## src/rtl/ecc_tally_pkg.sv

```systemverilog
// Package: shared class type for the chunk status accumulator.
// Assumes nothing beyond the status code classes named here.
package ecc_tally_pkg;
    typedef enum logic [1:0] {
        CLS_CLEAN  = 2'd0,
        CLS_ERASED = 2'd1,
        CLS_UNCORR = 2'd2,
        CLS_FIXED  = 2'd3
    } chunk_cls_t;
endpackage

```

## src/rtl/ecc_stat_classify.sv

```systemverilog
// Module: ecc_stat_classify
// Sorts one status code into a class and yields its bit-flip count.
// Assumes CORR_LIMIT is below both special codes.
module ecc_stat_classify
    import ecc_tally_pkg::*;
#(
    parameter int STAT_W      = 8,
    parameter int CORR_LIMIT  = 40,
    parameter int MAXF_W      = 6,
    parameter logic [STAT_W-1:0] ERASED_CODE = 8'hFF,
    parameter logic [STAT_W-1:0] UNCORR_CODE = 8'hFE
) (
    input  logic [STAT_W-1:0] code_i,
    output chunk_cls_t        cls_o,
    output logic [MAXF_W-1:0] flips_o
);
    localparam logic [STAT_W-1:0] LIMIT_V = STAT_W'(CORR_LIMIT);

    // Pick the class; the special codes win over the range test.
    always_comb begin
        if (code_i == '0)
            cls_o = CLS_CLEAN;
        else if (code_i == ERASED_CODE)
            cls_o = CLS_ERASED;
        else if (code_i == UNCORR_CODE || code_i > LIMIT_V)
            cls_o = CLS_UNCORR;
        else
            cls_o = CLS_FIXED;
    end

    // Only a corrected chunk carries a flip count.
    always_comb begin
        flips_o = (cls_o == CLS_FIXED) ? code_i[MAXF_W-1:0] : '0;
    end
endmodule

```

## src/rtl/ecc_page_accum.sv

```systemverilog
// Module: ecc_page_accum
// Holds the running page maximum, corrected total and failure count.
// The next-state values are also driven out so that a result stage can
// capture them on the chunk that closes the page.
// Assumes at most MAX_CHUNKS chunks between two start pulses.
module ecc_page_accum
    import ecc_tally_pkg::*;
#(
    parameter int MAXF_W = 6,
    parameter int SUM_W  = 10,
    parameter int CNT_W  = 5
) (
    input  logic              clk,
    input  logic              rst_n,
    input  logic              clear_i,
    input  logic              take_i,
    input  chunk_cls_t        cls_i,
    input  logic [MAXF_W-1:0] flips_i,
    output logic [MAXF_W-1:0] nxt_max_o,
    output logic [SUM_W-1:0]  nxt_sum_o,
    output logic [CNT_W-1:0]  nxt_fail_o
);
    logic [MAXF_W-1:0] acc_max;
    logic [SUM_W-1:0]  acc_sum;
    logic [CNT_W-1:0]  acc_fail;
    logic [MAXF_W-1:0] base_max;
    logic [SUM_W-1:0]  base_sum;
    logic [CNT_W-1:0]  base_fail;

    // Start from zero when a new page opens in this cycle.
    always_comb begin
        base_max  = clear_i ? '0 : acc_max;
        base_sum  = clear_i ? '0 : acc_sum;
        base_fail = clear_i ? '0 : acc_fail;
    end

    // Fold the accepted chunk into the totals according to its class.
    always_comb begin
        nxt_max_o  = base_max;
        nxt_sum_o  = base_sum;
        nxt_fail_o = base_fail;
        if (take_i) begin
            unique case (cls_i)
                CLS_FIXED: begin
                    nxt_sum_o = base_sum + SUM_W'(flips_i);
                    if (flips_i > base_max)
                        nxt_max_o = flips_i;
                end
                CLS_UNCORR: nxt_fail_o = base_fail + CNT_W'(1);
                default: ;
            endcase
        end
    end

    // Keep the running totals.
    always_ff @(posedge clk) begin
        if (!rst_n) begin
            acc_max  <= '0;
            acc_sum  <= '0;
            acc_fail <= '0;
        end else begin
            acc_max  <= nxt_max_o;
            acc_sum  <= nxt_sum_o;
            acc_fail <= nxt_fail_o;
        end
    end
endmodule

```

## src/rtl/ecc_result_stage.sv

```systemverilog
// Module: ecc_result_stage
// Registers the page verdict when the closing chunk is accepted and
// pulses done for one cycle. A failed page reports zero as its maximum.
module ecc_result_stage #(
    parameter int MAXF_W = 6,
    parameter int SUM_W  = 10,
    parameter int CNT_W  = 5
) (
    input  logic              clk,
    input  logic              rst_n,
    input  logic              close_i,
    input  logic [MAXF_W-1:0] max_i,
    input  logic [SUM_W-1:0]  sum_i,
    input  logic [CNT_W-1:0]  fail_i,
    output logic              done_o,
    output logic [MAXF_W-1:0] max_o,
    output logic [SUM_W-1:0]  sum_o,
    output logic [CNT_W-1:0]  fail_o,
    output logic              page_fail_o
);
    logic any_fail;

    // A single uncorrectable chunk fails the page.
    always_comb any_fail = (fail_i != '0);

    // Capture the verdict on the closing chunk; hold it otherwise.
    always_ff @(posedge clk) begin
        if (!rst_n) begin
            done_o      <= 1'b0;
            max_o       <= '0;
            sum_o       <= '0;
            fail_o      <= '0;
            page_fail_o <= 1'b0;
        end else begin
            done_o <= close_i;
            if (close_i) begin
                max_o       <= any_fail ? '0 : max_i;
                sum_o       <= sum_i;
                fail_o      <= fail_i;
                page_fail_o <= any_fail;
            end
        end
    end
endmodule

```

## src/rtl/ecc_chunk_tally.sv

```systemverilog
// Module: ecc_chunk_tally (top)
// Turns a stream of per-chunk ECC status codes into a page result.
// Assumes at most MAX_CHUNKS chunks per page and a code stream where
// last is only meaningful together with valid.
module ecc_chunk_tally
    import ecc_tally_pkg::*;
#(
    parameter int STAT_W     = 8,
    parameter int MAX_CHUNKS = 16,
    parameter int CORR_LIMIT = 40,
    parameter int MAXF_W     = $clog2(CORR_LIMIT + 1),
    parameter int SUM_W      = $clog2(MAX_CHUNKS * CORR_LIMIT + 1),
    parameter int CNT_W      = $clog2(MAX_CHUNKS + 1)
) (
    input  logic              clk,
    input  logic              rst_n,
    input  logic              page_start_i,
    input  logic              stat_valid_i,
    input  logic [STAT_W-1:0] stat_code_i,
    input  logic              stat_last_i,
    output logic              res_done_o,
    output logic [MAXF_W-1:0] res_max_flips_o,
    output logic [SUM_W-1:0]  res_corr_total_o,
    output logic [CNT_W-1:0]  res_fail_cnt_o,
    output logic              res_page_fail_o
);
    chunk_cls_t        cls;
    logic [MAXF_W-1:0] flips;
    logic [MAXF_W-1:0] nxt_max;
    logic [SUM_W-1:0]  nxt_sum;
    logic [CNT_W-1:0]  nxt_fail;
    logic              close_page;

    // A page closes only on a valid chunk that carries the last marker.
    always_comb close_page = stat_valid_i && stat_last_i;

    ecc_stat_classify #(
        .STAT_W     (STAT_W),
        .CORR_LIMIT (CORR_LIMIT),
        .MAXF_W     (MAXF_W)
    ) classify_i (
        .code_i  (stat_code_i),
        .cls_o   (cls),
        .flips_o (flips)
    );

    ecc_page_accum #(
        .MAXF_W (MAXF_W),
        .SUM_W  (SUM_W),
        .CNT_W  (CNT_W)
    ) accum_i (
        .clk        (clk),
        .rst_n      (rst_n),
        .clear_i    (page_start_i),
        .take_i     (stat_valid_i),
        .cls_i      (cls),
        .flips_i    (flips),
        .nxt_max_o  (nxt_max),
        .nxt_sum_o  (nxt_sum),
        .nxt_fail_o (nxt_fail)
    );

    ecc_result_stage #(
        .MAXF_W (MAXF_W),
        .SUM_W  (SUM_W),
        .CNT_W  (CNT_W)
    ) result_i (
        .clk         (clk),
        .rst_n       (rst_n),
        .close_i     (close_page),
        .max_i       (nxt_max),
        .sum_i       (nxt_sum),
        .fail_i      (nxt_fail),
        .done_o      (res_done_o),
        .max_o       (res_max_flips_o),
        .sum_o       (res_corr_total_o),
        .fail_o      (res_fail_cnt_o),
        .page_fail_o (res_page_fail_o)
    );
endmodule

```

## config.mk

```make
export PLATFORM = sky130hd
export DESIGN_NAME = ecc_chunk_tally
export DESIGN_NICKNAME = d
export VERILOG_FILES = /design/src/rtl/ecc_tally_pkg.sv /design/src/rtl/ecc_stat_classify.sv /design/src/rtl/ecc_page_accum.sv /design/src/rtl/ecc_result_stage.sv /design/src/rtl/ecc_chunk_tally.sv
export SDC_FILE = /design/constraint.sdc
export NUM_CORES = 1
export LEC_CHECK = 0
export ABC_AREA = 0
export BUFFER_PORTS_ARGS = -buffer_cell sky130_fd_sc_hd__clkbuf_2
export CAP_MARGIN = 20
export CORE_MARGIN = 2
export CORE_UTILIZATION = 57
export DETAILED_ROUTE_END_ITERATION = 10
export MAX_ROUTING_LAYER = met4
export PLACE_DENSITY = 0.75
export SYNTH_ARGS = -nofsm -noshare
export SYNTH_HDL_FRONTEND = slang
export SYNTH_SLANG_ARGS = --single-unit
```

## constraint.sdc

```tcl
create_clock -name clk -period 3.8 [get_ports clk]
set_clock_uncertainty 0.05 [all_clocks]
set_input_delay 0.57 -clock clk [delete_from_list [all_inputs] [get_ports clk]]
set_output_delay 0.57 -clock clk [all_outputs]
set_load 0.01 [all_outputs]
```

### Yosys cells after proc, flatten, opt, wreduce, memory -nomap -nowiden

Index checks and enable logic that the tools add are counted.
W data, S select, Z words.

* $add $sub $neg: 2
* multiply operators: 0
* div/mod/pow operators: 0
* magnitude comparators: 2
* eq/ne operators: 4
* shift-type cells: 0
* mux-type cells: 15
* bitwise gates (word level): 0
* reduce and logical (&&, ||, !) cells: 4

Operators with widths (number)
* $mux W6: 6
* $mux W10: 3
* $eq A8 B8 Y1 const B: 2
* $mux W5: 3
* $add A10 B6 Y10: 1
* $gt A8 B6 Y1 const B: 1
* $logic_not A8 Y1: 1
* $gt A6 B6 Y1: 1
* $add A5 B1 Y5 const B: 1
* $reduce_bool A5 Y1: 1
* $eq A2 B2 Y1 const B: 2
* $mux W2: 2
* $logic_and A1 B1 Y1: 1
* $logic_or A1 B1 Y1: 1
* $mux W1: 1

* register bits after elaboration: 44
* bits in latches: 0
* memory bits (writable): 0
* ROM bits: 0
* bits of input ports: 13
* output and inout port bits: 23
* memories kept: 0

### Longest topological paths before layout

* depth after elaboration: 12
* gate-level depth with buffers: 15
* gate-level depth less buffers: 13

### Cells and area by module

A second synthesis with hierarchy kept.

* cell total of the unflattened synthesis: 289
* area, all modules: 2623.8 um^2

Modules (own cells, without submodules)
* ecc_page_accum: instances 1, cells each 185, area an instance 1531.5 um^2, sequential area each 420.4 um^2
* ecc_result_stage: instances 1, cells each 84, area an instance 949.7 um^2, sequential area each 460.4 um^2
* ecc_stat_classify: instances 1, cells each 19, area an instance 136.4 um^2, sequential area each 0.0 um^2
* ecc_chunk_tally: instances 1, cells each 1, area an instance 6.3 um^2, sequential area each 0.0 um^2

### Worst setup path before layout

OpenSTA, ideal clock, no wires.

* path kind: input-to-reg
* from: in stat_code_i[4]
* to: reg result_i.sum_o[8]
* arrival time: 3.109 ns
* data required time: 3.621 ns
* setup slack: 0.512 ns
* stages on the path: 15
* path buffers: 2
* path through: buf_6 -> nor4_4 -> a2bb2o_1 -> buf_4 -> nor2_2 -> nand2_1 -> inv_1 -> ha_1 -> ha_1 -> nand2_1 -> a31oi_1 -> maj3_1 -> and4b_1 -> nor4_1 -> o31ai_1

* cells in the longest elaborated chain, start to end: 10
* elaborated cells between the ends (all ways): 13
* those cells by class: 1 x add/sub; 1 x order compare; 3 x eq/ne; 6 x mux; 2 x reduce/logical

Ends and longest elaborated chain
* start: declaration: line ecc_chunk_tally.sv:19 `input logic [STAT_W-1:0] stat_code_i,`
* $gt A8 B6 Y1 or $eq A8 B8 Y1 (tied branches): line ecc_stat_classify.sv:25 `else if (code_i == UNCORR_CODE || code_i > LIMIT_V)`
* $logic_or A1 B1 Y1: line ecc_stat_classify.sv:25
* $mux W1: line ecc_stat_classify.sv:25
* $mux W2: line ecc_stat_classify.sv:23 `else if (code_i == ERASED_CODE)`
* $mux W2: line ecc_stat_classify.sv:21 `if (code_i == '0)`
* $eq A2 B2 Y1: line ecc_stat_classify.sv:33, ecc_page_accum.sv:43
* $mux W6: line ecc_stat_classify.sv:33 `flips_o = (cls_o == CLS_FIXED) ? code_i[MAXF_W-1:0] : '0;`
* $add A10 B6 Y10: line ecc_page_accum.sv:45 `nxt_sum_o = base_sum + SUM_W'(flips_i);`
* $mux W10 (*): line ecc_page_accum.sv:43 `unique case (cls_i)`
* $mux W10 (*): line ecc_page_accum.sv:42 `if (take_i) begin`
* end signal: assignment: line ecc_result_stage.sv:38 `sum_o <= sum_i;`
* end: declaration: line ecc_result_stage.sv:17 `output logic [SUM_W-1:0] sum_o,`

Mark *: on every way between the ends. The rest lies on a longest branch, timed or not.
A chain may end at the register's enable or synchronous reset.

### Worst setup path after layout

Ends and elaborated chain as after synthesis.

==> summary.txt <==
Run status
  • Outcome: finished clean

Routing
  • DRC: 0
  • DR vias: ~2.2k
  • Via density: between 5 and 6
  • Drt pass-1 iters: 4
  • Wirelength per Cell: 14.9 um
  • Routed Antenna Nets: 0
  • Initial DRC count: between 100 and 150
  • Routed wire length: approximately 5700 um

Clock tree
  • Setup Buffers After CTS: 0
  • Cts hold-fix bufs: 0
  • CTS Sinks: 44
  • Post_cts resized: 0
  • Clock buffer depth: 2
  • Root buf cell: clkbuf_8
  • CTS Buf Count: 5
  • Skew-Pair Late Insertion Delay: around 300 ps
  • Reg clk slew, reported paths: 90 ps
  • TritonCTS clock tree: yes
  • CTS H-Tree Depth: 2

STA
  • Slew headroom: a little over three fifths
  • Final worst path period share: a little under nine tenths
  • RSZ-0062 raised after global routing: no
  • Final number of max-transition violations: 0
  • Tmin final: 3270 ps
  • Sum of negative setup slack: 0 ps
  • Measured slew at the worst slew-check pin: 557 ps
  • Post-layout worst setup margin: approximately 530 ps
  • Highest clock rate: slightly above 0.3 GHz
  • Final number of setup-violating endpoints: 0
  • Final hold viol count: 0

GRT
  • Initial antenna violation count: 0
  • Largest net degree at the start of global routing: 31
  • First-pass GRT wire length: about 9500 um
  • Total global-route track usage: 24.9%
  • Grt ovf: 0
  • Vias in the first global route: 2108

Floorplanning
  • Die area: around 0.0050 sq mm
  • Site row count: 24
  • Die W: slightly above 70 um
  • Ports: 36
  • Die height: 70.5 um
  • Initial Util: between 50% and 60%
  • Core area: 0.00429 sq mm

Min path
  • Worst hold start: result_i.max_o[2]
  • Worst Hold End: result_i.max_o[2]
  • Hold Crit Class: flop to flop
  • Worst Hold Depth: 2

Layout
  • Register area: about 900 sq um
  • Multi-input logic area: roughly 0.0015 sq mm
  • Fill count: 360
  • # diodes: 0
  • Area growth from synthesis to layout: 12.8%
  • Post-layout nets: 350
  • Layout cell share with drive strength beyond 1: about 21%

Yosys
  • Sequential fraction of the synthesis area: 34.9%
  • Largest family of logic cells by synthesized area: simple AND/OR/NAND/NOR gates
  • Post-synth top cells: dfxtp_1, nor2_1, nand2_1
  • Compound-Gate Fraction of Synth Area: about 17%
  • Adder-Cell Fraction of Synth Area: around 4.8%
  • Dominant synthesized flop cell: dfxtp_1
  • Synth top area cells: dfxtp_1, nor2_1, xnor2_1, ha_1, nand2_1
  • Avg Inst Size Synth: between 8 and 9 sq um
  • Synth Warn #: 0
  • Mux cell area share after synthesis: 4.96%
  • Post-Syn Instances: between 200 and 300
  • Syn Nets: between 300 and 400
  • Synth Area in Simple Gates: 28.3%
  • Most frequent cell after synthesis: dfxtp_1
  • Synth unique cells: 61
  • Asr flop ratio synth: 0%
  • Post-synthesis xor/xnor area fraction: under 10%
  • Post-synth top area cell: dfxtp_1
  • Post-Syn Area: about 0.0025 sq mm
  • Yosys top cell area share: a little over a third
  • FF+latch count, synth: 44
  • EDFF count, synth: 0

Worst setup path
  • Cell count of the worst reg-to-reg path: 8
  • Critical path class: input pin to flop
  • Worst setup EP type: flop
  • Crit path launch type: input pin
  • Crit-path max FO: 7
  • Worst Path Required: 3940 ps
  • Worst r2r dst: result_i.max_o[3]
  • Critical Path AT: roughly 3400 ps
  • Setup slack, reg-to-reg: 1240 ps
  • RR Startpoint: accum_i.acc_fail[0]

Place
  • RePlAce Congestion: approximately 0.92
  • Port bufs: 35
  • Hpwl dp: ~4200 um
  • Pre-CTS WS: ~260 ps

Power
  • Power Dens Cells: around 330 mW/mm^2
  • Static leakage: between 1 and 1.5 nW
  • VDD IR max: slightly above 0.0003 V

Flow run
  • Max-cap violations: 0
flip-flops by register name (all words and copies together) (netlist names):
register and cells:
result_i.sum_o 10, result_i.max_o 6, accum_i.acc_max 6, result_i.done_o 1
result_i.fail_o 5, accum_i.acc_sum 10, accum_i.acc_fail 5, result_i.page_fail_o 1
cell families (layout without fill, tap and decap cells):
group	after synthesis	after routing
xor+xnor	14	14
flops	44	44
fa+ha+maj	10	10
compound gates	59	59
simple gates	132	132
mux	11	11
buf+inv	27	60
where the power goes:
group | switching, mW | total (mW) | leakage (nW) | internal [mW]
logic | 0.0697 | 0.109 | 0.712 | 0.0388
clock network | 0.170 | 0.368 | 0.0548 | 0.198
registers | 0.00432 | 0.474 | 0.356 | 0.469
total | 0.244 | 0.950 | 1.12 | 0.706
critical path: stages:
cell and delay (ps):
clkbuf_2 160, nor4_4 340, o21ai_1 250, nor3_1 350
ha_1 350, nand4_1 120, a31oi_1 160, maj3_1 410
and4b_1 200, nor4_1 370, o31ai_1 120
metal layers:
metal	part of all wire (%)	up-vias	global-route usage, %
li1	-	1129	-
met1	44	1021	30.9
met2	48	78	39.0
met3	5.5	18	5.48
met4	2.5	0	10.5
met5	0	-	-
cell usage in the layout (no fill, tap or decap), drive strengths merged, types with 10 or more instances in the layout:
master  Yosys  routed
dfxtp      44      44
nor2       40      40
clkbuf     10      40
nand2      26      26
o21ai      16      16
xnor2      13      13
inv        12      13
nor2b      11      11
a21oi      11      11
nor3       11      11
nand3      10      10
layout make-up:
cell class | instances | area share, %
Clock buffer | 5 | 2.42
Sequential cell | 44 | 31.0
Timing Repair Buffer | 40 | 7.48
Inverter | 12 | 1.58
Clock inverter | 3 | 1.63
Tap cell | 52 | 2.29
Multi-Input combinational cell | 226 | 53.6
worst max-delay path by stage:
stage               cells past startpoint  slack [ps]           endpoint      startpoint
floorplan                              15         510  result_i.sum_o[8]  stat_code_i[4]
global placement                       14         300  result_i.sum_o[8]  stat_code_i[4]
detailed placement                     11         260  result_i.sum_o[8]  stat_code_i[4]
CTS                                    11         570  result_i.sum_o[8]  stat_code_i[4]
global route                           12         350  result_i.sum_o[7]  stat_code_i[4]
finish                                 11         530  result_i.sum_o[8]  stat_code_i[4]
through the flow:
step	util (%)	cell area (sq um)	cells	hold WS (ps)	total power, mW
2_1_floorplan	-	2520	297	424	0.559
3_3_place_gp	63.5	2730	374	386	0.591
3_5_place_dp	63.5	2730	374	391	0.592
4_1_cts	66.2	2840	382	409	0.961
5_1_grt	66.2	2840	382	430	0.991
6_report	66.2	2840	382	407	0.950
Power figures use the tool's default switching activity.
